## src/rtl/pgi_pkg.sv

```systemverilog
package pgi_pkg;
  localparam int unsigned ADDR_W = 3;

  typedef enum logic [ADDR_W-1:0] {
    SEL_MODE = 3'd0,
    SEL_BOTH = 3'd1,
    SEL_POL  = 3'd2,
    SEL_IEN  = 3'd3,
    SEL_FLAG = 3'd4
  } reg_sel_e;

  typedef struct packed {
    logic edge_mode;
    logic both;
    logic pol;
  } line_cfg_t;
endpackage

```

## src/rtl/pgi_sync.sv

```systemverilog
module pgi_sync #(
  parameter int unsigned WIDTH  = 32,
  parameter int unsigned STAGES = 2
) (
  input  logic             clk,
  input  logic             rst_n,
  input  logic [WIDTH-1:0] din_i,
  output logic [WIDTH-1:0] sync_o
);
  logic [WIDTH-1:0] stg_q [STAGES];

  always_ff @(posedge clk or negedge rst_n) begin
    if (!rst_n) stg_q[0] <= '0;
    else        stg_q[0] <= din_i;
  end

  for (genvar i = 1; i < STAGES; i++) begin : g_stage
    always_ff @(posedge clk or negedge rst_n) begin
      if (!rst_n) stg_q[i] <= '0;
      else        stg_q[i] <= stg_q[i-1];
    end
  end

  assign sync_o = stg_q[STAGES-1];

  logic [1:0] seen_q;
  always_ff @(posedge clk or negedge rst_n) begin
    if (!rst_n)             seen_q <= '0;
    else if (seen_q != 2'd2) seen_q <= seen_q + 2'd1;
  end

  if (STAGES == 2) begin : g_chk2
    AST_SYNC_LATENCY: assert property (@(posedge clk) disable iff (!rst_n)
      (seen_q == 2'd2) |-> (sync_o == $past(din_i, 2)));
  end
endmodule

```

## src/rtl/pgi_trigger.sv

```systemverilog
module pgi_trigger
  import pgi_pkg::*;
#(
  parameter int unsigned LINES = 32
) (
  input  logic             clk,
  input  logic             rst_n,
  input  logic [LINES-1:0] level_i,
  input  logic [LINES-1:0] mode_i,
  input  logic [LINES-1:0] both_i,
  input  logic [LINES-1:0] pol_i,
  output logic [LINES-1:0] event_o
);
  logic [LINES-1:0] prev_q;

  always_ff @(posedge clk or negedge rst_n) begin
    if (!rst_n) prev_q <= '0;
    else        prev_q <= level_i;
  end

  for (genvar n = 0; n < LINES; n++) begin : g_line
    line_cfg_t cfg;
    logic      rise, fall, edge_hit, lvl_hit;

    assign cfg      = '{edge_mode: mode_i[n], both: both_i[n], pol: pol_i[n]};
    assign rise     = level_i[n] & ~prev_q[n];
    assign fall     = ~level_i[n] & prev_q[n];
    assign edge_hit = cfg.both ? (rise | fall) : (cfg.pol ? rise : fall);
    assign lvl_hit  = cfg.pol ? level_i[n] : ~level_i[n];
    assign event_o[n] = cfg.edge_mode ? edge_hit : lvl_hit;
  end
endmodule

```

## src/rtl/pgi_regs.sv

```systemverilog
module pgi_regs
  import pgi_pkg::*;
#(
  parameter int unsigned PORTS = 2,
  parameter int unsigned PINS  = 16,
  localparam int unsigned LINES = PORTS * PINS
) (
  input  logic              clk,
  input  logic              rst_n,
  input  logic              wr_i,
  input  logic [ADDR_W-1:0] addr_i,
  input  logic [LINES-1:0]  wdata_i,
  input  logic [LINES-1:0]  event_i,
  output logic [LINES-1:0]  mode_o,
  output logic [LINES-1:0]  both_o,
  output logic [LINES-1:0]  pol_o,
  output logic [LINES-1:0]  ien_o,
  output logic [LINES-1:0]  flag_o,
  output logic [LINES-1:0]  rdata_o,
  output logic [PORTS-1:0]  irq_o
);
  logic [LINES-1:0] mode_q, both_q, pol_q, ien_q, flag_q, clr_vec;
  reg_sel_e sel;

  assign sel     = reg_sel_e'(addr_i);
  assign clr_vec = (wr_i && sel == SEL_FLAG) ? wdata_i : '0;

  always_ff @(posedge clk or negedge rst_n) begin
    if (!rst_n) begin
      mode_q <= '0;
      both_q <= '0;
      pol_q  <= '0;
      ien_q  <= '0;
    end else if (wr_i) begin
      case (sel)
        SEL_MODE: mode_q <= wdata_i;
        SEL_BOTH: both_q <= wdata_i;
        SEL_POL:  pol_q  <= wdata_i;
        SEL_IEN:  ien_q  <= wdata_i;
        default: ;
      endcase
    end
  end

  always_ff @(posedge clk or negedge rst_n) begin
    if (!rst_n) flag_q <= '0;
    else        flag_q <= (flag_q & ~clr_vec) | event_i;
  end

  always_comb begin
    case (sel)
      SEL_MODE: rdata_o = mode_q;
      SEL_BOTH: rdata_o = both_q;
      SEL_POL:  rdata_o = pol_q;
      SEL_IEN:  rdata_o = ien_q;
      SEL_FLAG: rdata_o = flag_q;
      default:  rdata_o = '0;
    endcase
  end

  for (genvar p = 0; p < PORTS; p++) begin : g_port
    assign irq_o[p] = |(flag_q[p*PINS +: PINS] & ien_q[p*PINS +: PINS]);
  end

  assign mode_o = mode_q;
  assign both_o = both_q;
  assign pol_o  = pol_q;
  assign ien_o  = ien_q;
  assign flag_o = flag_q;

  logic past_ok_q;
  always_ff @(posedge clk or negedge rst_n) begin
    if (!rst_n) past_ok_q <= 1'b0;
    else        past_ok_q <= 1'b1;
  end

  AST_FLAG_STICKY: assert property (@(posedge clk) disable iff (!rst_n)
    past_ok_q |-> ((($past(flag_q) & ~$past(clr_vec)) & ~flag_q) == '0));
  AST_EVENT_WINS: assert property (@(posedge clk) disable iff (!rst_n)
    past_ok_q |-> (($past(event_i) & ~flag_q) == '0));
endmodule

```

## src/rtl/pin_event_irq_ctrl.sv

```systemverilog
module pin_event_irq_ctrl
  import pgi_pkg::*;
#(
  parameter int unsigned PORTS       = 2,
  parameter int unsigned PINS        = 16,
  parameter int unsigned SYNC_STAGES = 2,
  localparam int unsigned LINES = PORTS * PINS
) (
  input  logic              clk,
  input  logic              rst_n,
  input  logic [LINES-1:0]  pins_i,
  input  logic              cfg_wr_i,
  input  logic [ADDR_W-1:0] cfg_addr_i,
  input  logic [LINES-1:0]  cfg_wdata_i,
  output logic [LINES-1:0]  cfg_rdata_o,
  output logic [PORTS-1:0]  irq_o
);
  logic [LINES-1:0] sync_w, event_w, mode_w, both_w, pol_w, ien_w, flag_w;

  pgi_sync #(.WIDTH(LINES), .STAGES(SYNC_STAGES)) u_sync (
    .clk    (clk),
    .rst_n  (rst_n),
    .din_i  (pins_i),
    .sync_o (sync_w)
  );

  pgi_trigger #(.LINES(LINES)) u_trig (
    .clk     (clk),
    .rst_n   (rst_n),
    .level_i (sync_w),
    .mode_i  (mode_w),
    .both_i  (both_w),
    .pol_i   (pol_w),
    .event_o (event_w)
  );

  pgi_regs #(.PORTS(PORTS), .PINS(PINS)) u_regs (
    .clk     (clk),
    .rst_n   (rst_n),
    .wr_i    (cfg_wr_i),
    .addr_i  (cfg_addr_i),
    .wdata_i (cfg_wdata_i),
    .event_i (event_w),
    .mode_o  (mode_w),
    .both_o  (both_w),
    .pol_o   (pol_w),
    .ien_o   (ien_w),
    .flag_o  (flag_w),
    .rdata_o (cfg_rdata_o),
    .irq_o   (irq_o)
  );

  logic past_ok_q;
  always_ff @(posedge clk or negedge rst_n) begin
    if (!rst_n) past_ok_q <= 1'b0;
    else        past_ok_q <= 1'b1;
  end

  AST_IRQ_MASKED: assert property (@(posedge clk) disable iff (!rst_n)
    (ien_w == '0) |-> (irq_o == '0));
  AST_BOTH_EDGE: assert property (@(posedge clk) disable iff (!rst_n)
    past_ok_q |-> (((mode_w & both_w & (sync_w ^ $past(sync_w))) & ~event_w) == '0));
  AST_LEVEL_REARM: assert property (@(posedge clk) disable iff (!rst_n)
    past_ok_q |-> (($past(~mode_w & ~(sync_w ^ pol_w)) & ~flag_w) == '0));
endmodule

```

## config.mk

```make
export PLATFORM = sky130hd
export DESIGN_NAME = pin_event_irq_ctrl
export DESIGN_NICKNAME = d
export VERILOG_FILES = /design/src/rtl/pgi_pkg.sv /design/src/rtl/pgi_sync.sv /design/src/rtl/pgi_trigger.sv /design/src/rtl/pgi_regs.sv /design/src/rtl/pin_event_irq_ctrl.sv
export SDC_FILE = /design/constraint.sdc
export NUM_CORES = 1
export LEC_CHECK = 0
export CORE_MARGIN = 2
export CORE_UTILIZATION = 45
export DETAILED_ROUTE_END_ITERATION = 8
export GPL_TIMING_DRIVEN = 0
export SLEW_MARGIN = 15
export SYNTH_ARGS = -nofsm -noshare
export SYNTH_HDL_FRONTEND = slang
export SYNTH_HIERARCHICAL = 1
export SYNTH_SLANG_ARGS = --single-unit
```

## constraint.sdc

```tcl
create_clock -name clk -period 7.4 [get_ports clk]
set_input_delay 2.22 -clock clk [delete_from_list [all_inputs] [get_ports clk]]
set_output_delay 2.22 -clock clk [all_outputs]
set_load 0.1 [all_outputs]
```

== After elaboration in Yosys (flattened, before gate mapping) ==
Index checks and enable logic that the tools add are counted.
Cells by class
  equality and inequality tests: 4
  muxes and demuxes: 130
  bitwise operators: 165
  reduce and logical (&&, ||, !) cells: 8
Operators with widths (count)
  32-bit one-hot mux with 5 select lines: 1
  1-bit two-way mux: 128
  1-bit bitwise AND: 64
  1-bit inverter: 64
  16-bit bitwise AND: 2
  32-bit bitwise AND: 1
  32-bit two-way mux: 1
  32-bit inverter: 1
  1-bit OR: 32
  32-bit OR: 1
  16-bit OR reduction: 2
  2-bit AND reduction: 4
  3-bit by 2-bit equality test with 1-bit output (second input constant): 2
  3-bit by 1-bit equality test with 1-bit output (second input constant): 1
  3-bit equality test (second input constant): 1
  3-bit zero test: 1
  1-bit logical AND: 1
Storage, ports and cells
  flip-flop bits (word level): 256
  output and inout bits: 34
  logic and storage cells: 315

== Logic depth before layout (Yosys ltp) ==
Gate-level depths: netlist (run 1).
  word-level depth: 6
  gate-level depth with buffers: 7

== Hierarchy ==
Netlist (run 1), hierarchy kept.
By module, submodules not included
  pgi_regs: times used 1, cells an instance 515, area an instance 7169.4 um^2, sequential area each 4003.8 um^2
  pgi_trigger: times used 1, cells an instance 320, area an instance 3283.1 um^2, sequential area each 800.8 um^2
  pgi_sync: times used 1, cells an instance 96, area an instance 1841.8 um^2, sequential area each 1601.5 um^2

== Worst setup path after synthesis (run 1) ==
No wires, ideal clock.
  kind: input -> output
  from: input cfg_addr_i[0]
  to: output cfg_rdata_o[10]
  data arrival time: 3.892 ns
  required time: 5.180 ns
  path slack: 1.288 ns
  stages: 5
  buffers on the path: 2
  cell sequence: buf_2 > nor3b_1 > clkbuf_1 > o2bb2ai_1 > a221o_1
On the way
  cells in the longest elaborated chain, start to end: 2
  elaborated cells on any way between the ends: 6
  classes of those cells: eq/ne: 4; mux: 1; reduce/logical: 1
RTL lines
  start, declared: RTL line pin_event_irq_ctrl.sv:13  | input logic [ADDR_W-1:0] cfg_addr_i,
  3-bit equality test (tied with other cells): RTL line pgi_regs.sv:51  | case (sel)
  32-bit one-hot mux with 5 select lines (*): RTL line pgi_regs.sv:51
  end, declared: RTL line pin_event_irq_ctrl.sv:15  | output logic [LINES-1:0] cfg_rdata_o,
Mark *: on every way between the ends. The rest lies on a longest branch, timed or not.

== Final worst setup path (run 1) ==
  from: input cfg_addr_i[2]
  to: output cfg_rdata_o[28]
Same word-level chain as after synthesis.

==> results of run 1 <==
-- cells in the mapped netlist, drive strengths merged --
library cell | count | share of area
nor3b | 3 | 0.0026
a22o | 8 | 0.0057
nand4b | 1 | 0.00071
clkbuf | 11 | 0.0035
nand2 | 64 | 0.020
nand2b | 1 | 0.00051
nand3b | 2 | 0.0012
inv | 64 | 0.020
mux2 | 160 | 0.16
or3 | 1 | 0.00051
mux2i | 32 | 0.026
dfrtp | 256 | 0.52
nor4bb | 1 | 0.00081
a21oi | 1 | 0.00041
nand4 | 2 | 0.0010
o2bb2ai | 31 | 0.022
and2 | 2 | 0.0010
xor2 | 32 | 0.023
o21ai | 32 | 0.013
o211ai | 32 | 0.033
ha | 64 | 0.065
nor4b | 1 | 0.00071
a221oi | 8 | 0.0057
a21o | 32 | 0.020
nor3 | 1 | 0.00081
buf | 57 | 0.032
nor2 | 1 | 0.00031
a221o | 31 | 0.025
-- per-layer routing --
metal | vias to the layer above | track usage | wire [µm]
li1 | 3581 | - | -
met1 | 3826 | 0.275 | 12700
met2 | 152 | 0.300 | 12100
met3 | 39 | 0.0301 | 1290
met4 | 0 | 0.0483 | 635
met5 | - | 0 | 0
-- sequential cells by signal, indices dropped and copies added, names as in the netlist --
| name | cells |
|---|---|
| u_sync/sync_o | 32 |
| u_regs/mode_o | 32 |
| u_trig/prev_q | 32 |
| u_regs/pol_o | 32 |
| u_regs/flag_o | 32 |
| u_regs/ien_o | 32 |
| u_sync/stg_q | 32 |
| u_regs/both_o | 32 |
-- how the worst max path moves through the flow --
stage | startpoint | to | slack, ps | depth (start not counted)
finish | cfg_addr_i[2] | cfg_rdata_o[28] | 110 | 6
global route | cfg_addr_i[2] | cfg_rdata_o[25] | 3 | 6
CTS | cfg_addr_i[2] | cfg_rdata_o[0] | 60 | 6
detailed placement | cfg_addr_i[2] | cfg_rdata_o[4] | -370 | 6
global placement | rst_n | u_sync/sync_o[14] | -7220 | 1
floorplan | cfg_addr_i[0] | cfg_rdata_o[10] | 1290 | 5
-- where the power goes --
part / total (µW) / internal [µW] / switching, µW / leakage [µW]
registers: 1800 / 1600 / 207 / 0.00294
clock network: 1480 / 907 / 572 / 0.000505
logic: 862 / 389 / 472 / 0.00322
total: 4140 / 2890 / 1250 / 0.00667
-- placed cells by master, fill, tap and decap left out, drive strengths merged, types with 2 or more instances in the layout --
master,n
dfrtp,256
mux2,160
clkdlybuf4s50,71
inv,66
nand2,64
ha,64
buf,61
clkbuf,53
mux2i,32
a21o,32
xor2,32
o211ai,32
o21ai,32
o2bb2ai,31
a221o,31
clkdlybuf4s15,22
clkinv,11
a22o,8
a221oi,8
bufinv,4
dlygate4sd2,3
nor3b,3
nand3b,2
nand4,2
and2,2
-- timing repair --
item,CTS,global route
hold buffers,0,0
setup endpoints to repair,30,7
gates resized for setup,70,12
-- logic make-up after synthesis --
| kind of cell | Yosys count | share of synthesized area |
|---|---|---|
| DFF | 256 | 0.521 |
| AOI/OAI and AO/OA | 175 | 0.124 |
| muxes | 192 | 0.182 |
| and+or+nand+nor | 80 | 0.0298 |
| xor gates and xnor gates | 32 | 0.0228 |
| adders and majority gates | 64 | 0.0651 |
| buffers and inverters | 132 | 0.0545 |
-- cell type report --
cell class / instances / area (µm²)
multi-input combinational: 543 / 5220
timing repair buffer: 105 / 1100
clock buffer: 37 / 806
clock inverter: 17 / 193
fill: 2303 / 12100
buffer: 68 / 430
sequential: 256 / 6410
tap: 341 / 427
inverter: 64 / 240
-- worst register-to-register path, cell delays in order, from the launching register on --
cell                       delay [ps]
sky130_fd_sc_hd__dfrtp_1          370
sky130_fd_sc_hd__buf_4            140
sky130_fd_sc_hd__inv_1             40
sky130_fd_sc_hd__ha_1             180
sky130_fd_sc_hd__mux2_4           270
sky130_fd_sc_hd__o211ai_2         120
sky130_fd_sc_hd__o21ai_1           90
sky130_fd_sc_hd__a21o_1           150
-- metrics by stage --
stage	hold slack [ps]	setup slack, ps	utilization
after floorplan	331	1290	-
after global placement	332	-7220	0.511
after detailed placement	335	-370	0.515
after CTS	346	64.0	0.552
after global routing	350	2.55	0.552
final	345	114	0.552
==> Implementation_results.wiki, run 1 <==
{| class="wikitable"
! Metric !! Value
|-
| Die extent in y || about 170 µm
|-
| Via count of the first global-routing pass || 7643
|-
| Critical-path cell with the highest stage delay || sky130_fd_sc_hd__dlygate4sd2_1
|-
| Static Leakage || 0.00667 µW
|-
| Slew Viols, Final || 0
|-
| Final weighted congestion in routability-driven placement || 0.769
|-
| Number of standard cells after synthesis || 931
|-
| Least-Margin Pin Slew || 967 ps
|-
| Kind of path behind the tightest hold check || flop to flop
|-
| Post-synthesis area per instance || around 13 µm²
|-
| Final cell area excluding filler cells || between 0.01 and 0.015 mm²
|-
| Post-CTS setup buffer count || 0
|-
| Critical Path End Type || primary output
|-
| Synth cell types || 33
|-
| Sequential fraction of the synthesis area || 0.521
|-
| Half-perimeter wire length after detailed placement || between 15000 and 20000 µm
|-
| Final layout net count || 1201
|-
| TritonCTS clock tree || yes
|-
| CTS buffer count || 29
|-
| Synthesis-to-finish area growth || 20.6%
|-
| Remaining global-route overflow || 0
|-
| Highest net fanout along the worst path || 10
|-
| Final setup skew || about 7.2 ps
|-
| Setup violation total in the final timing report || 0
|-
| Status || finished, final reports clean
|-
| Clock Pin Slew Worst Setup and Hold Paths || 50 ps
|-
| Yosys reg bits || approximately 260
|-
| Worst relative slew slack || 0.354
|-
| Netlist area before placement || approximately 0.012 mm²
|-
| Kind of cell adding the most delay to the critical path || buffers and inverters
|-
| Setup tns final || 0 ps
|-
| Number of placed instances with taps included || 1377
|-
| Total global routing track utilization || 0.190
|-
| Share of final-layout standard cells stronger than drive strength 1 || 0.276
|-
| FF-to-FF path depth || 7
|-
| Setup slack on the worst flop-to-flop path || 5920 ps
|-
| Die area || 0.0287 mm²
|-
| Placed standard-cell area || 0.0138 mm²
|-
| First-pass iteration count of the detailed router || 4
|-
| Total DRC errors in the routed layout || 0
|-
| Final Critical Period || 7290 ps
|-
| Period Utilization, post-route || 0.985
|-
| Via count || ~7600
|-
| Reg-to-reg endpoint || u_regs/flag_o[27]
|-
| Hold-critical path endpoint || u_sync/sync_o[25]
|-
| Number of endpoints with negative hold slack in the final report || 0
|-
| Number of buffers inserted by port buffering || 102
|-
| Routed wire length || 26800 µm
|-
| Die extent in x || 169 µm
|-
| Effective utilization at floorplan || 0.457
|-
| Wirelength per Cell || between 15 and 20 µm
|-
| CTS HTree Levels || 1
|-
| Sequence of cells on the critical path || clkdlybuf4s50_1 > nor3b_1 > buf_2 > o2bb2ai_1 > a221o_1 > dlygate4sd2_1
|-
| Post-synth net total || about 1100
|-
| Critical path buffer and inverter count || 3
|-
| Maximum operating frequency || 137 MHz
|-
| Number of antenna cells inserted || 0
|-
| Drt first-iter violations || roughly 360
|-
| Power per Cell Area || 280 mW/mm²
|-
| Number of standard cells in the final layout excluding fillers || 1431
|-
| Antenna-violating nets left || 0
|-
| CTS Root Cell || sky130_fd_sc_hd__clkbuf_16
|-
| Total power consumption of the routed design || around 4100 µW
|-
| Data arrival, critical path || 5070 ps
|-
| Global-route wire length before repair || about 43000 µm
|-
| Pin count of the biggest net entering global routing || 82
|-
| Setup repair after global routing missed its margin || no
|-
| Number of antenna violations at the first check in global routing || 0
|-
| Max rail drop VDD || 0.192 mV
|-
| Std-Cell Rows || 60
|-
| Hold wc startpoint || u_sync/stg_q[57]
|-
| CTS sink count || between 200 and 300
|-
| Count of warnings emitted by yosys || 6
|-
| Average via count per standard cell || 5.31
|-
| Hold path depth || 0
|-
| Kind of critical path || input pin to primary output
|-
| Core Area || 0.0269 mm²
|-
| Startpoint class of the critical path || input pin
|-
| Maximum capacitance violations || 0
|-
| Data required, critical path || 5180 ps
|-
| Crit-path max cell delay || 850 ps
|-
| Deepest clock path buffer count || 3
|-
| Latest clock arrival within the worst-skew pair || ~540 ps
|-
| Startpoint of the lowest-slack register-to-register path || u_sync/sync_o[27]
|-
| Top-level I/O count || 104
|}
(Power assumes the default switching activity.)
==> run 2, diff against run 1 <==
- clock period: 7.4 -> 6.73 ns (I/O delays scaled with it)
==> Implementation_results.wiki, run 2 (synthesis results as in run 1) <==
{| class="wikitable"
! Metric !! Value
|-
| Wirelength per Cell || roughly 19 µm
|-
| Clock Pin Slew Worst Setup and Hold Paths || 50 ps
|-
| Internal Power || 3180 µW
|-
| Combinational cell fraction of total power || 0.209
|-
| Top-level I/O count || 104
|-
| Setup violation total in the final timing report || 0
|-
| Final Critical Period || 6560 ps
|-
| CTS Root Cell || sky130_fd_sc_hd__clkbuf_16
|-
| Placed standard-cell area || 0.0138 mm²
|-
| Net switching power || 1380 µW
|-
| Number of antenna violations at the first check in global routing || 0
|-
| Least-Margin Pin Slew || 967 ps
|-
| Max rail drop VDD || 0.210 mV
|-
| Half-perimeter wire length after detailed placement || 18100 µm
|-
| Storage cell area || between 0.006 and 0.007 mm²
|-
| First-pass iteration count of the detailed router || 4
|-
| Routed wire length || 26800 µm
|-
| Number of antenna cells inserted || 0
|-
| CTS buffer count || 29
|-
| Number of endpoints with negative hold slack in the final report || 0
|-
| Deepest clock path buffer count || 3
|-
| End of the critical path || cfg_rdata_o[1]
|-
| Worst relative slew slack || 0.354
|-
| Setup crit start || cfg_addr_i[1]
|-
| Number of buffers inserted for hold repair after clock tree synthesis || 0
|-
| Die extent in y || approximately 170 µm
|-
| Kind of critical path || input pin to primary output
|-
| Maximum capacitance violations || 0
|-
| Top library cells by usage in the layout, fill and taps aside || 256 x sky130_fd_sc_hd__dfrtp_1, 96 x sky130_fd_sc_hd__mux2_2, 69 x sky130_fd_sc_hd__clkdlybuf4s50_1
|-
| Total global routing track utilization || 0.190
|-
| CTS HTree Levels || 1
|-
| Die extent in x || 169 µm
|-
| Startpoint class of the critical path || input pin
|-
| Total DRC errors in the routed layout || 0
|-
| Clock share of power || 0.357
|-
| Die area || 0.0287 mm²
|-
| Setup repair after global routing missed its margin || no
|-
| Core Area || 0.0269 mm²
|-
| Startpoint of the lowest-slack register-to-register path || u_sync/sync_o[27]
|-
| Highest net fanout along the worst path || 10
|-
| Static Leakage || 0.00667 µW
|-
| Hold wc startpoint || u_sync/stg_q[57]
|-
| Area used by multi-input combinational logic || 0.00522 mm²
|-
| Via count of the first global-routing pass || 7643
|-
| FF-to-FF path depth || 7
|-
| Hold WS || roughly 340 ps
|-
| TritonCTS clock tree || yes
|-
| Final cell area excluding filler cells || 0.0149 mm²
|-
| Power per Cell Area || a little over 300 mW/mm²
|-
| Remaining global-route overflow || 0
|-
| Final weighted congestion in routability-driven placement || 0.769
|-
| Global-route wire length before repair || between 40000 and 50000 µm
|-
| Std-Cell Rows || 60
|-
| Critical Path End Type || primary output
|-
| Total power consumption of the routed design || 4560 µW
|-
| Switching fraction of total power || 0.302
|-
| Synthesis-to-finish area growth || 21.0%
|-
| Maximum operating frequency || about 150 MHz
|-
| Pin count of the biggest net entering global routing || 82
|-
| Number of inserted filler cells in the final layout || 2298
|-
| Number of buffers inserted by port buffering || 102
|-
| Final layout net count || 1201
|-
| Kind of path behind the tightest hold check || flop to flop
|-
| Part of the power in registers || 0.435
|-
| Data required, critical path || ~4700 ps
|-
| Status || finished, final reports clean
|-
| Antenna-violating nets left || 0
|-
| CTS sink count || 256
|-
| Latest clock arrival within the worst-skew pair || 540 ps
|-
| Reg-to-reg endpoint || u_regs/flag_o[27]
|-
| Slew Viols, Final || 0
|-
| Average via count per standard cell || ~5.3
|-
| Via count || 7602
|-
| Final setup skew || between 6 and 7 ps
|-
| Drt first-iter violations || 343
|-
| Data arrival, critical path || 4540 ps
|-
| Leading cell type in the layout, fill and taps excluded || sky130_fd_sc_hd__dfrtp_1
|-
| Share of final-layout standard cells stronger than drive strength 1 || 0.283
|-
| Period Utilization, post-route || 0.975
|-
| Effective utilization at floorplan || 0.457
|-
| Final core utilization || 0.553
|-
| Setup slack on the worst flop-to-flop path || 5250 ps
|}
==> run 2: changes by cell type in the layout (fill, tap and decap cells not counted), sizes merged <==
cell,previous run,this run
clkbuf,53,48
clkdlybuf4s15,22,30
clkdlybuf4s50,71,69
dlygate4sd2,3,2
==> run 2: per-layer routing <==
layer	vias up	routed length [µm]	global-route usage	share of wire
li1	3582	-	-	-
met1	3826	12800	0.275	0.48
met2	154	12100	0.301	0.45
met3	40	1260	0.0303	0.047
met4	0	580	0.0453	0.022
met5	-	0	0	0
==> run 2: power groups by stage <==
stage	logic [µW]	registers, µW	clock network, µW
finish	951	1980	1630
global route	1020	2020	1740
CTS	962	1980	1670
detailed placement	966	2010	0
global placement	946	2010	0
floorplan	737	1940	0
==> run 2: worst max-delay path, cell delays in order <==
cell and delay [ps]:
sky130_fd_sc_hd__clkdlybuf4s50_1 620, sky130_fd_sc_hd__nor3b_2 380, sky130_fd_sc_hd__clkbuf_1 610, sky130_fd_sc_hd__a221o_1 330, sky130_fd_sc_hd__clkdlybuf4s15_2 570
==> run 2: timing repair <==
item / CTS / global route
buffers inserted: 0 / 0
cloned: 0 / 0
hold endpoints to repair: 0 / 0
resized for setup: 94 / 1
setup endpoints to repair: 32 / 28
==> run 2: final cells by class <==
type	count	share of cell area
clock inverter	17	0.0130
clock buffer	37	0.0542
sequential	256	0.431
timing repair buffer	105	0.0769
tap	341	0.0287
inverter	64	0.0162
buffer	68	0.0291
multi-input combinational	543	0.351
==> run 2: worst min path at each step <==
stage | to | slack (ps) | cells after the start
2_1_floorplan | u_sync/sync_o[0] | 330 | 0
3_3_place_gp | u_sync/sync_o[22] | 330 | 0
3_5_place_dp | u_sync/sync_o[2] | 330 | 0
4_1_cts | u_sync/sync_o[26] | 350 | 0
5_1_grt | u_sync/sync_o[1] | 350 | 0
6_report | u_sync/sync_o[25] | 340 | 0
==> run 2: stage by stage <==
step / std cells / TNS [ps] / setup slack, ps
finish: 1431 / 0 / 166
floorplan: 931 / 0 / 1020
CTS: 1431 / 0 / 86.0
detailed placement: 1377 / -16450 / -638
global placement: 1374 / -1978220 / -7690
global route: 1431 / 0 / 7.75
